--- src/rtl/tdm_sel_pkg.sv ---
package tdm_sel_pkg;

    localparam int TDM_MAP_W   = 32;
    localparam int TDM_MAX_WIN = 32;
    localparam int TDM_CNT_W   = 7;
    localparam int TDM_OFF_W   = 7;
    localparam int TDM_LEN_W   = 5;
    localparam int TDM_MIN_LEN = 3;
    localparam int TDM_MAX_LEN = 16;

    typedef enum logic [2:0] {
        ST_IDLE   = 3'd0,
        ST_SKIP   = 3'd1,
        ST_WINDOW = 3'd2,
        ST_DONE   = 3'd3,
        ST_HOLD   = 3'd4
    } slot_state_t;

endpackage

--- src/rtl/tdm_cfg_latch.sv ---
// Captures the frame configuration at frame sync and limits it to legal ranges.
module tdm_cfg_latch #(
    parameter int LEN_W   = 5,
    parameter int OFF_W   = 7,
    parameter int SIZE_W  = 6,
    parameter int MAP_W   = 32,
    parameter int MIN_LEN = 3,
    parameter int MAX_LEN = 16,
    parameter int MAX_WIN = 32
) (
    input  logic              clk,
    input  logic              rst_n,
    input  logic              fsync,
    input  logic [LEN_W-1:0]  word_len,
    input  logic [OFF_W-1:0]  win_offset,
    input  logic [SIZE_W-1:0] win_size,
    input  logic              ofs_mode,
    input  logic [MAP_W-1:0]  chan_map,
    output logic [LEN_W-1:0]  len_now,
    output logic [OFF_W-1:0]  off_now,
    output logic [LEN_W-1:0]  len_q,
    output logic [OFF_W-1:0]  off_q,
    output logic [SIZE_W-1:0] size_q,
    output logic              mode_q,
    output logic [MAP_W-1:0]  map_q
);

    logic [SIZE_W-1:0] size_now;

    // Limit word length and window size to the supported ranges.
    always_comb begin
        if (word_len < LEN_W'(MIN_LEN)) begin
            len_now = LEN_W'(MIN_LEN);
        end else if (word_len > LEN_W'(MAX_LEN)) begin
            len_now = LEN_W'(MAX_LEN);
        end else begin
            len_now = word_len;
        end

        if (win_size == '0) begin
            size_now = SIZE_W'(1);
        end else if (win_size > SIZE_W'(MAX_WIN)) begin
            size_now = SIZE_W'(MAX_WIN);
        end else begin
            size_now = win_size;
        end

        off_now = win_offset;
    end

    always_ff @(posedge clk or negedge rst_n) begin
        if (!rst_n) begin
            len_q  <= LEN_W'(MIN_LEN);
            off_q  <= '0;
            size_q <= SIZE_W'(1);
            mode_q <= 1'b0;
            map_q  <= '0;
        end else if (fsync) begin
            len_q  <= len_now;
            off_q  <= off_now;
            size_q <= size_now;
            mode_q <= ofs_mode;
            map_q  <= chan_map;
        end
    end

endmodule

--- src/rtl/tdm_bit_timer.sv ---
// Counts the bits of the current slot word and flags its last bit.
module tdm_bit_timer #(
    parameter int LEN_W = 5,
    parameter int BIT_W = 4
) (
    input  logic             clk,
    input  logic             rst_n,
    input  logic             load,
    input  logic [LEN_W-1:0] len_now,
    input  logic             run,
    input  logic [LEN_W-1:0] len_q,
    output logic             last_bit
);

    logic [BIT_W-1:0] bit_left;
    logic [BIT_W-1:0] reload_now;
    logic [BIT_W-1:0] reload_q;

    assign reload_now = BIT_W'(len_now - LEN_W'(1));
    assign reload_q   = BIT_W'(len_q - LEN_W'(1));
    assign last_bit   = run && (bit_left == '0);

    always_ff @(posedge clk or negedge rst_n) begin
        if (!rst_n) begin
            bit_left <= '0;
        end else if (load) begin
            bit_left <= reload_now;
        end else if (run) begin
            if (bit_left == '0) begin
                bit_left <= reload_q;
            end else begin
                bit_left <= bit_left - BIT_W'(1);
            end
        end
    end

endmodule

--- src/rtl/tdm_slot_fsm.sv ---
// Frame sequencing: offset slots, window slots, completion and hold.
module tdm_slot_fsm
    import tdm_sel_pkg::*;
#(
    parameter int OFF_W  = 7,
    parameter int SIZE_W = 6,
    parameter int ABS_W  = 8,
    parameter int WIN_W  = 5
) (
    input  logic              clk,
    input  logic              rst_n,
    input  logic              fsync,
    input  logic              last_bit,
    input  logic [OFF_W-1:0]  off_now,
    input  logic [OFF_W-1:0]  off_q,
    input  logic [SIZE_W-1:0] size_q,
    output slot_state_t       state,
    output logic [ABS_W-1:0]  abs_slot,
    output logic [WIN_W-1:0]  win_idx,
    output logic              run
);

    slot_state_t      state_d;
    logic [ABS_W-1:0] abs_d;
    logic [WIN_W-1:0] win_d;
    logic [WIN_W-1:0] win_last;

    assign win_last = WIN_W'(size_q - SIZE_W'(1));
    assign run      = (state == ST_SKIP) || (state == ST_WINDOW);

    always_comb begin
        state_d = state;
        abs_d   = abs_slot;
        win_d   = win_idx;
        if (fsync) begin
            abs_d   = '0;
            win_d   = '0;
            state_d = (off_now != '0) ? ST_WINDOW : ST_WINDOW;
            if (off_now != '0) begin
                state_d = ST_SKIP;
            end
        end else begin
            unique case (state)
                ST_IDLE: begin
                    state_d = ST_IDLE;
                end
                ST_SKIP: begin
                    if (last_bit) begin
                        abs_d = abs_slot + ABS_W'(1);
                        if (abs_d == ABS_W'(off_q)) begin
                            state_d = ST_WINDOW;
                        end
                    end
                end
                ST_WINDOW: begin
                    if (last_bit) begin
                        if (win_idx == win_last) begin
                            state_d = ST_DONE;
                        end else begin
                            abs_d = abs_slot + ABS_W'(1);
                            win_d = win_idx + WIN_W'(1);
                        end
                    end
                end
                ST_DONE: begin
                    state_d = ST_HOLD;
                end
                ST_HOLD: begin
                    state_d = ST_HOLD;
                end
                default: begin
                    state_d = ST_IDLE;
                end
            endcase
        end
    end

    always_ff @(posedge clk or negedge rst_n) begin
        if (!rst_n) begin
            state    <= ST_IDLE;
            abs_slot <= '0;
            win_idx  <= '0;
        end else begin
            state    <= state_d;
            abs_slot <= abs_d;
            win_idx  <= win_d;
        end
    end

endmodule

--- src/rtl/tdm_chan_mask.sv ---
// Looks up the enable bit for the current slot in the captured bitmap.
module tdm_chan_mask #(
    parameter int MAP_W = 32,
    parameter int ABS_W = 8,
    parameter int WIN_W = 5
) (
    input  logic [MAP_W-1:0] map_q,
    input  logic             mode_q,
    input  logic [ABS_W-1:0] abs_slot,
    input  logic [WIN_W-1:0] win_idx,
    output logic             sel_bit
);

    logic [ABS_W-1:0] map_idx;
    logic [MAP_W-1:0] hit;

    assign map_idx = mode_q ? ABS_W'(win_idx) : abs_slot;

    // Decode the index against every bitmap position; indices past the map match nothing.
    for (genvar i = 0; i < MAP_W; i++) begin : g_hit
        assign hit[i] = map_q[i] && (map_idx == ABS_W'(i));
    end

    assign sel_bit = |hit;

endmodule

--- src/rtl/tdm_window_sel.sv ---
module tdm_window_sel
    import tdm_sel_pkg::*;
#(
    parameter int MAP_W   = TDM_MAP_W,
    parameter int MAX_WIN = TDM_MAX_WIN,
    parameter int CNT_W   = TDM_CNT_W,
    parameter int OFF_W   = TDM_OFF_W,
    parameter int LEN_W   = TDM_LEN_W,
    parameter int MIN_LEN = TDM_MIN_LEN,
    parameter int MAX_LEN = TDM_MAX_LEN
) (
    input  logic                          clk,
    input  logic                          rst_n,
    input  logic                          fsync,
    input  logic [LEN_W-1:0]              word_len,
    input  logic [OFF_W-1:0]              win_offset,
    input  logic [$clog2(MAX_WIN+1)-1:0]  win_size,
    input  logic                          ofs_mode,
    input  logic [MAP_W-1:0]              chan_map,
    output logic [CNT_W-1:0]              chan_cnt,
    output logic                          slot_active,
    output logic                          word_strobe,
    output logic                          frame_done
);

    localparam int SIZE_W = $clog2(MAX_WIN + 1);
    localparam int WIN_W  = (MAX_WIN > 1) ? $clog2(MAX_WIN) : 1;
    localparam int ABS_W  = $clog2((1 << OFF_W) + MAX_WIN);
    localparam int BIT_W  = $clog2(MAX_LEN);

    logic [LEN_W-1:0]  len_now;
    logic [OFF_W-1:0]  off_now;
    logic [LEN_W-1:0]  len_q;
    logic [OFF_W-1:0]  off_q;
    logic [SIZE_W-1:0] size_q;
    logic              mode_q;
    logic [MAP_W-1:0]  map_q;
    logic              last_bit;
    logic              run;
    slot_state_t       state;
    logic [ABS_W-1:0]  abs_slot;
    logic [WIN_W-1:0]  win_idx;
    logic              sel_bit;
    logic              past_skip;

    tdm_cfg_latch #(
        .LEN_W  (LEN_W),
        .OFF_W  (OFF_W),
        .SIZE_W (SIZE_W),
        .MAP_W  (MAP_W),
        .MIN_LEN(MIN_LEN),
        .MAX_LEN(MAX_LEN),
        .MAX_WIN(MAX_WIN)
    ) u_cfg (
        .clk       (clk),
        .rst_n     (rst_n),
        .fsync     (fsync),
        .word_len  (word_len),
        .win_offset(win_offset),
        .win_size  (win_size),
        .ofs_mode  (ofs_mode),
        .chan_map  (chan_map),
        .len_now   (len_now),
        .off_now   (off_now),
        .len_q     (len_q),
        .off_q     (off_q),
        .size_q    (size_q),
        .mode_q    (mode_q),
        .map_q     (map_q)
    );

    tdm_bit_timer #(
        .LEN_W(LEN_W),
        .BIT_W(BIT_W)
    ) u_bits (
        .clk     (clk),
        .rst_n   (rst_n),
        .load    (fsync),
        .len_now (len_now),
        .run     (run),
        .len_q   (len_q),
        .last_bit(last_bit)
    );

    tdm_slot_fsm #(
        .OFF_W (OFF_W),
        .SIZE_W(SIZE_W),
        .ABS_W (ABS_W),
        .WIN_W (WIN_W)
    ) u_fsm (
        .clk     (clk),
        .rst_n   (rst_n),
        .fsync   (fsync),
        .last_bit(last_bit),
        .off_now (off_now),
        .off_q   (off_q),
        .size_q  (size_q),
        .state   (state),
        .abs_slot(abs_slot),
        .win_idx (win_idx),
        .run     (run)
    );

    tdm_chan_mask #(
        .MAP_W(MAP_W),
        .ABS_W(ABS_W),
        .WIN_W(WIN_W)
    ) u_mask (
        .map_q   (map_q),
        .mode_q  (mode_q),
        .abs_slot(abs_slot),
        .win_idx (win_idx),
        .sel_bit (sel_bit)
    );

    assign past_skip = (state == ST_WINDOW) || (state == ST_DONE) || (state == ST_HOLD);

    // Moore outputs from the sequencing state.
    always_comb begin
        if (mode_q && past_skip) begin
            chan_cnt = CNT_W'(win_idx);
        end else begin
            chan_cnt = CNT_W'(abs_slot);
        end
        slot_active = (state == ST_WINDOW) && sel_bit;
        word_strobe = last_bit;
        frame_done  = (state == ST_DONE);
    end

endmodule

--- config.mk ---
export PLATFORM = sky130hd
export DESIGN_NAME = tdm_window_sel
export DESIGN_NICKNAME = d
export VERILOG_FILES = /design/src/rtl/tdm_sel_pkg.sv /design/src/rtl/tdm_cfg_latch.sv /design/src/rtl/tdm_bit_timer.sv /design/src/rtl/tdm_slot_fsm.sv /design/src/rtl/tdm_chan_mask.sv /design/src/rtl/tdm_window_sel.sv
export SDC_FILE = /design/constraint.sdc
export NUM_CORES = 1
export LEC_CHECK = 0
export ABC_AREA = 1
export BUFFER_PORTS_ARGS = -buffer_cell sky130_fd_sc_hd__buf_2
export CELL_PAD_IN_SITES_DETAIL_PLACEMENT = 1
export CELL_PAD_IN_SITES_GLOBAL_PLACEMENT = 1
export CORE_UTILIZATION = 44
export CTS_CLUSTER_DIAMETER = 80
export DETAILED_ROUTE_END_ITERATION = 10
export GPL_ROUTABILITY_DRIVEN = 0
export GPL_TIMING_DRIVEN = 1
export PLACE_DENSITY = 0.86
export SLEW_MARGIN = 20
export SYNTH_ARGS = -nofsm -noshare
export SYNTH_HDL_FRONTEND = slang
export SYNTH_SLANG_ARGS = --single-unit
export TNS_END_PERCENT = 1
--- constraint.sdc ---
create_clock -name clk -period 5.2 [get_ports clk]
set_clock_uncertainty 0.2 [all_clocks]
set_input_delay 0.52 -clock clk [delete_from_list [all_inputs] [get_ports clk]]
set_output_delay 0.52 -clock clk [all_outputs]
set_load 0.03 [all_outputs]
==> impl_metrics.toml <==
[setup_path]
startpoint_type = "flip-flop"
critPathSlowestCell = "dfrtp_1"
worstPathCellList = "inv_2 > nand2_1 > nand2_1 > nor2_2 > nand3_1 > nand2_1 > nor2_1 > nand3_1 > o21bai_1 > nor2_1 > buf_2"
critPathCaptureType = "output pin"
critPathMaxStageDelay_ps = 560
cp_common_cell = "nand2_1"
required_ps = 4480
worstSetupPathType = "reg -> out"
cp_max_fo = 13
arrival_ps = 2410

[clocking]
postCtsSetupRepairBufs = 0
cts_tree = "built"
clock_sinks = 69
cts_resized = 0
cts_hold_buf = 0
clock-root-buffer = "clkbuf_8"
clk_path_buf_depth = 2
worstSkewPairLatency_ps = 360
htree_levels = 3
path_clk_slew_ps = 80
cts_buffers = 9

[die]
initial_core_util_pct = 45.9
die_h_um = 97.9
die_w_um = 97.9
rows = 34
io-pin-count = 64
core_um2 = 8810
dieArea_um2 = 9570

[cells_and_area]
syn2layout_area_growth_pct = 13.9
final_nets = 698
drive_gt1_share_pct = 17.1
n_antenna_cell = 0
final_util_pct = 52.3
n_fill_cell = 1178

[routing]
ant_nets = 0
routed_wl_um = 11500
vias_per_cell = 5.26
drtPass1Iterations = 7
drtIter0Drc = 121
drcViolationCount = 8
wire_per_inst_um = 15.3
vias = 3963

[timing]
period_minus_slack_ps = 3130
fin_ws_ps = 2070
holdWs_ps = 160
slew_headroom_pct = 31.3
worstMarginPinSlew_ps = 1030
hold_violations = 0
setup_viol = 0
tns_ps = 0
period_share_pct = 60.2
final_max_slew_viol_count = 0
rsz0062_at_grt = "no"
max_freq_mhz = 320

[global_routing]
grtUsageTotal_pct = 25.9
grt_pass1_wl_um = 19800
antenna_found_initial = 0
grt_overflow_total = 0
grt_pass1_vias = 4209
grt_max_degree = 70

[status]
run_status = "finished, violations left"
violations = "design-rule violations"

[yosys]
ys_seq_area_share_pct = 42.8
synth_seq_cells = 69
synth_cell_types = 36
synth_area_um2 = 4040
synthCells = 581
yosys_warnings = 0
synthesis.nets = 639
syn_avg_cell_area_um2 = 6.96

[power]
ir_drop_mv = 0.189
powerDensity_nw_per_um2 = 338
power.leakage_nw = 2.49

[run]
drv_cap = 0

[worst_hold_path]
hp-class = "in -> reg"

[placed_design]
dpl.hpwl_um = 8670
pre_cts_slack_ps = 2110
port_buffers = 63
-- layer usage --
layer  vias to the layer above  GRT usage, %  part of all wire [%]
met4                         0          8.51                   1.8
met1                      1940          32.0                    45
met3                        16          3.72                   2.2
li1                       1946             -                     -
met2                        61          46.3                    51
met5                         -             0                     0
-- cells in the final DEF, fill, tap and decap left out, types with 3 or more instances in the layout --
cell type,instances
o21ai_1,7
nand4_1,11
inv_2,7
nand2_2,3
a21oi_1,4
buf_2,63
buf_4,3
dfrtp_1,66
ha_1,4
o21bai_1,3
nor2_2,5
nor2_1,47
nor3_1,8
clkbuf_8,9
o21ai_0,30
xor2_1,6
nand3_1,36
inv_1,46
xnor2_1,4
dfstp_2,3
nand2_1,254
-- kinds of logic (layout without fill, tap and decap cells) --
group	count (synthesis)	count (layout)	synth area share (%)
AOI/OAI and AO/OA	53	53	7.74
adders and majority gates	4	4	1.24
xor gates and xnor gates	10	10	2.17
and+or+nand+nor	374	374	38.6
DFF	69	69	42.8
buffers and inverters	71	135	7.43
-- layout make-up --
class	instances	area, um^2	share of cell area [%]
Clock buffer	10	128	2.77
Clock inverter	6	63.8	1.39
Inverter	53	199	4.32
Multi-Input combinational cell	441	2010	43.7
Sequential cell	69	1730	37.6
Tap cell	108	135	2.93
Timing Repair Buffer	66	338	7.33
-- worst paths after layout --
path	start	end	slack [ps]	cells after the start
setup / recovery	u_cfg.mode_q	slot_active	2070	11
hold / removal	chan_map[21]	u_cfg.map_q[21]	160	3
setup reg to reg	u_cfg.size_q[0]	u_fsm.abs_slot[5]	2870	9
hold reg to reg	u_cfg.map_q[31]	u_cfg.map_q[31]	280	2
max in group asynchronous	rst_n	u_cfg.map_q[17]	4040	2
min in group asynchronous	rst_n	u_cfg.size_q[1]	170	2
-- report_power, final --
| group | total, W | internal (W) | switching (W) |
|---|---|---|---|
| logic | 0.000463 | 0.000147 | 0.000316 |
| clock network | 0.000440 | 0.000221 | 0.000219 |
| registers | 0.000655 | 0.000603 | 0.0000516 |
-- metrics by stage --
step                power [W]  cell area (um^2)  std cells
floorplan            0.000984              4040        581
global placement      0.00110              4410        737
detailed placement    0.00113              4410        737
CTS                   0.00157              4610        753
global route          0.00165              4610        753
finish                0.00156              4610        753
-- sequential cells by signal (all words and copies together), names as in the netlist --
name	cells
u_bits.bit_left	4
u_cfg.len_q	4
u_cfg.map_q	32
u_cfg.mode_q	1
u_cfg.off_q	7
u_cfg.size_q	5
u_fsm.abs_slot	8
u_fsm.state	3
u_fsm.win_idx	5
-- critical path, delay by kind of cell, from the launching register on --
family          cells  cell delay [ps]
buf+inv             2              370
flops               1              560
compound gates      1               70
simple gates        8             1060
-- synthesized netlist by cell type, drive strengths merged --
| library cell | number | area [um^2] |
|---|---|---|
| and2 | 1 | 6.26 |
| dfrtp | 66 | 1650 |
| o22ai | 1 | 6.26 |
| o21a | 1 | 7.51 |
| xor2 | 6 | 52.6 |
| nand2 | 258 | 983 |
| xnor2 | 4 | 35.0 |
| dfstp | 3 | 78.8 |
| nor2 | 53 | 219 |
| a2111oi | 1 | 8.76 |
| inv | 53 | 199 |
| or2 | 2 | 12.5 |
| o211ai | 3 | 36.3 |
| nor3 | 9 | 56.3 |
| a21oi | 6 | 37.5 |
| clkbuf | 7 | 26.3 |
| nand3 | 38 | 200 |
| ha | 4 | 50.1 |
| o21ai | 38 | 194 |
| o21bai | 3 | 22.5 |
| buf | 11 | 75.1 |
| nand4 | 11 | 68.8 |
| nand3b | 2 | 15.0 |
Note: power is estimated with default switching activity, not from simulation.
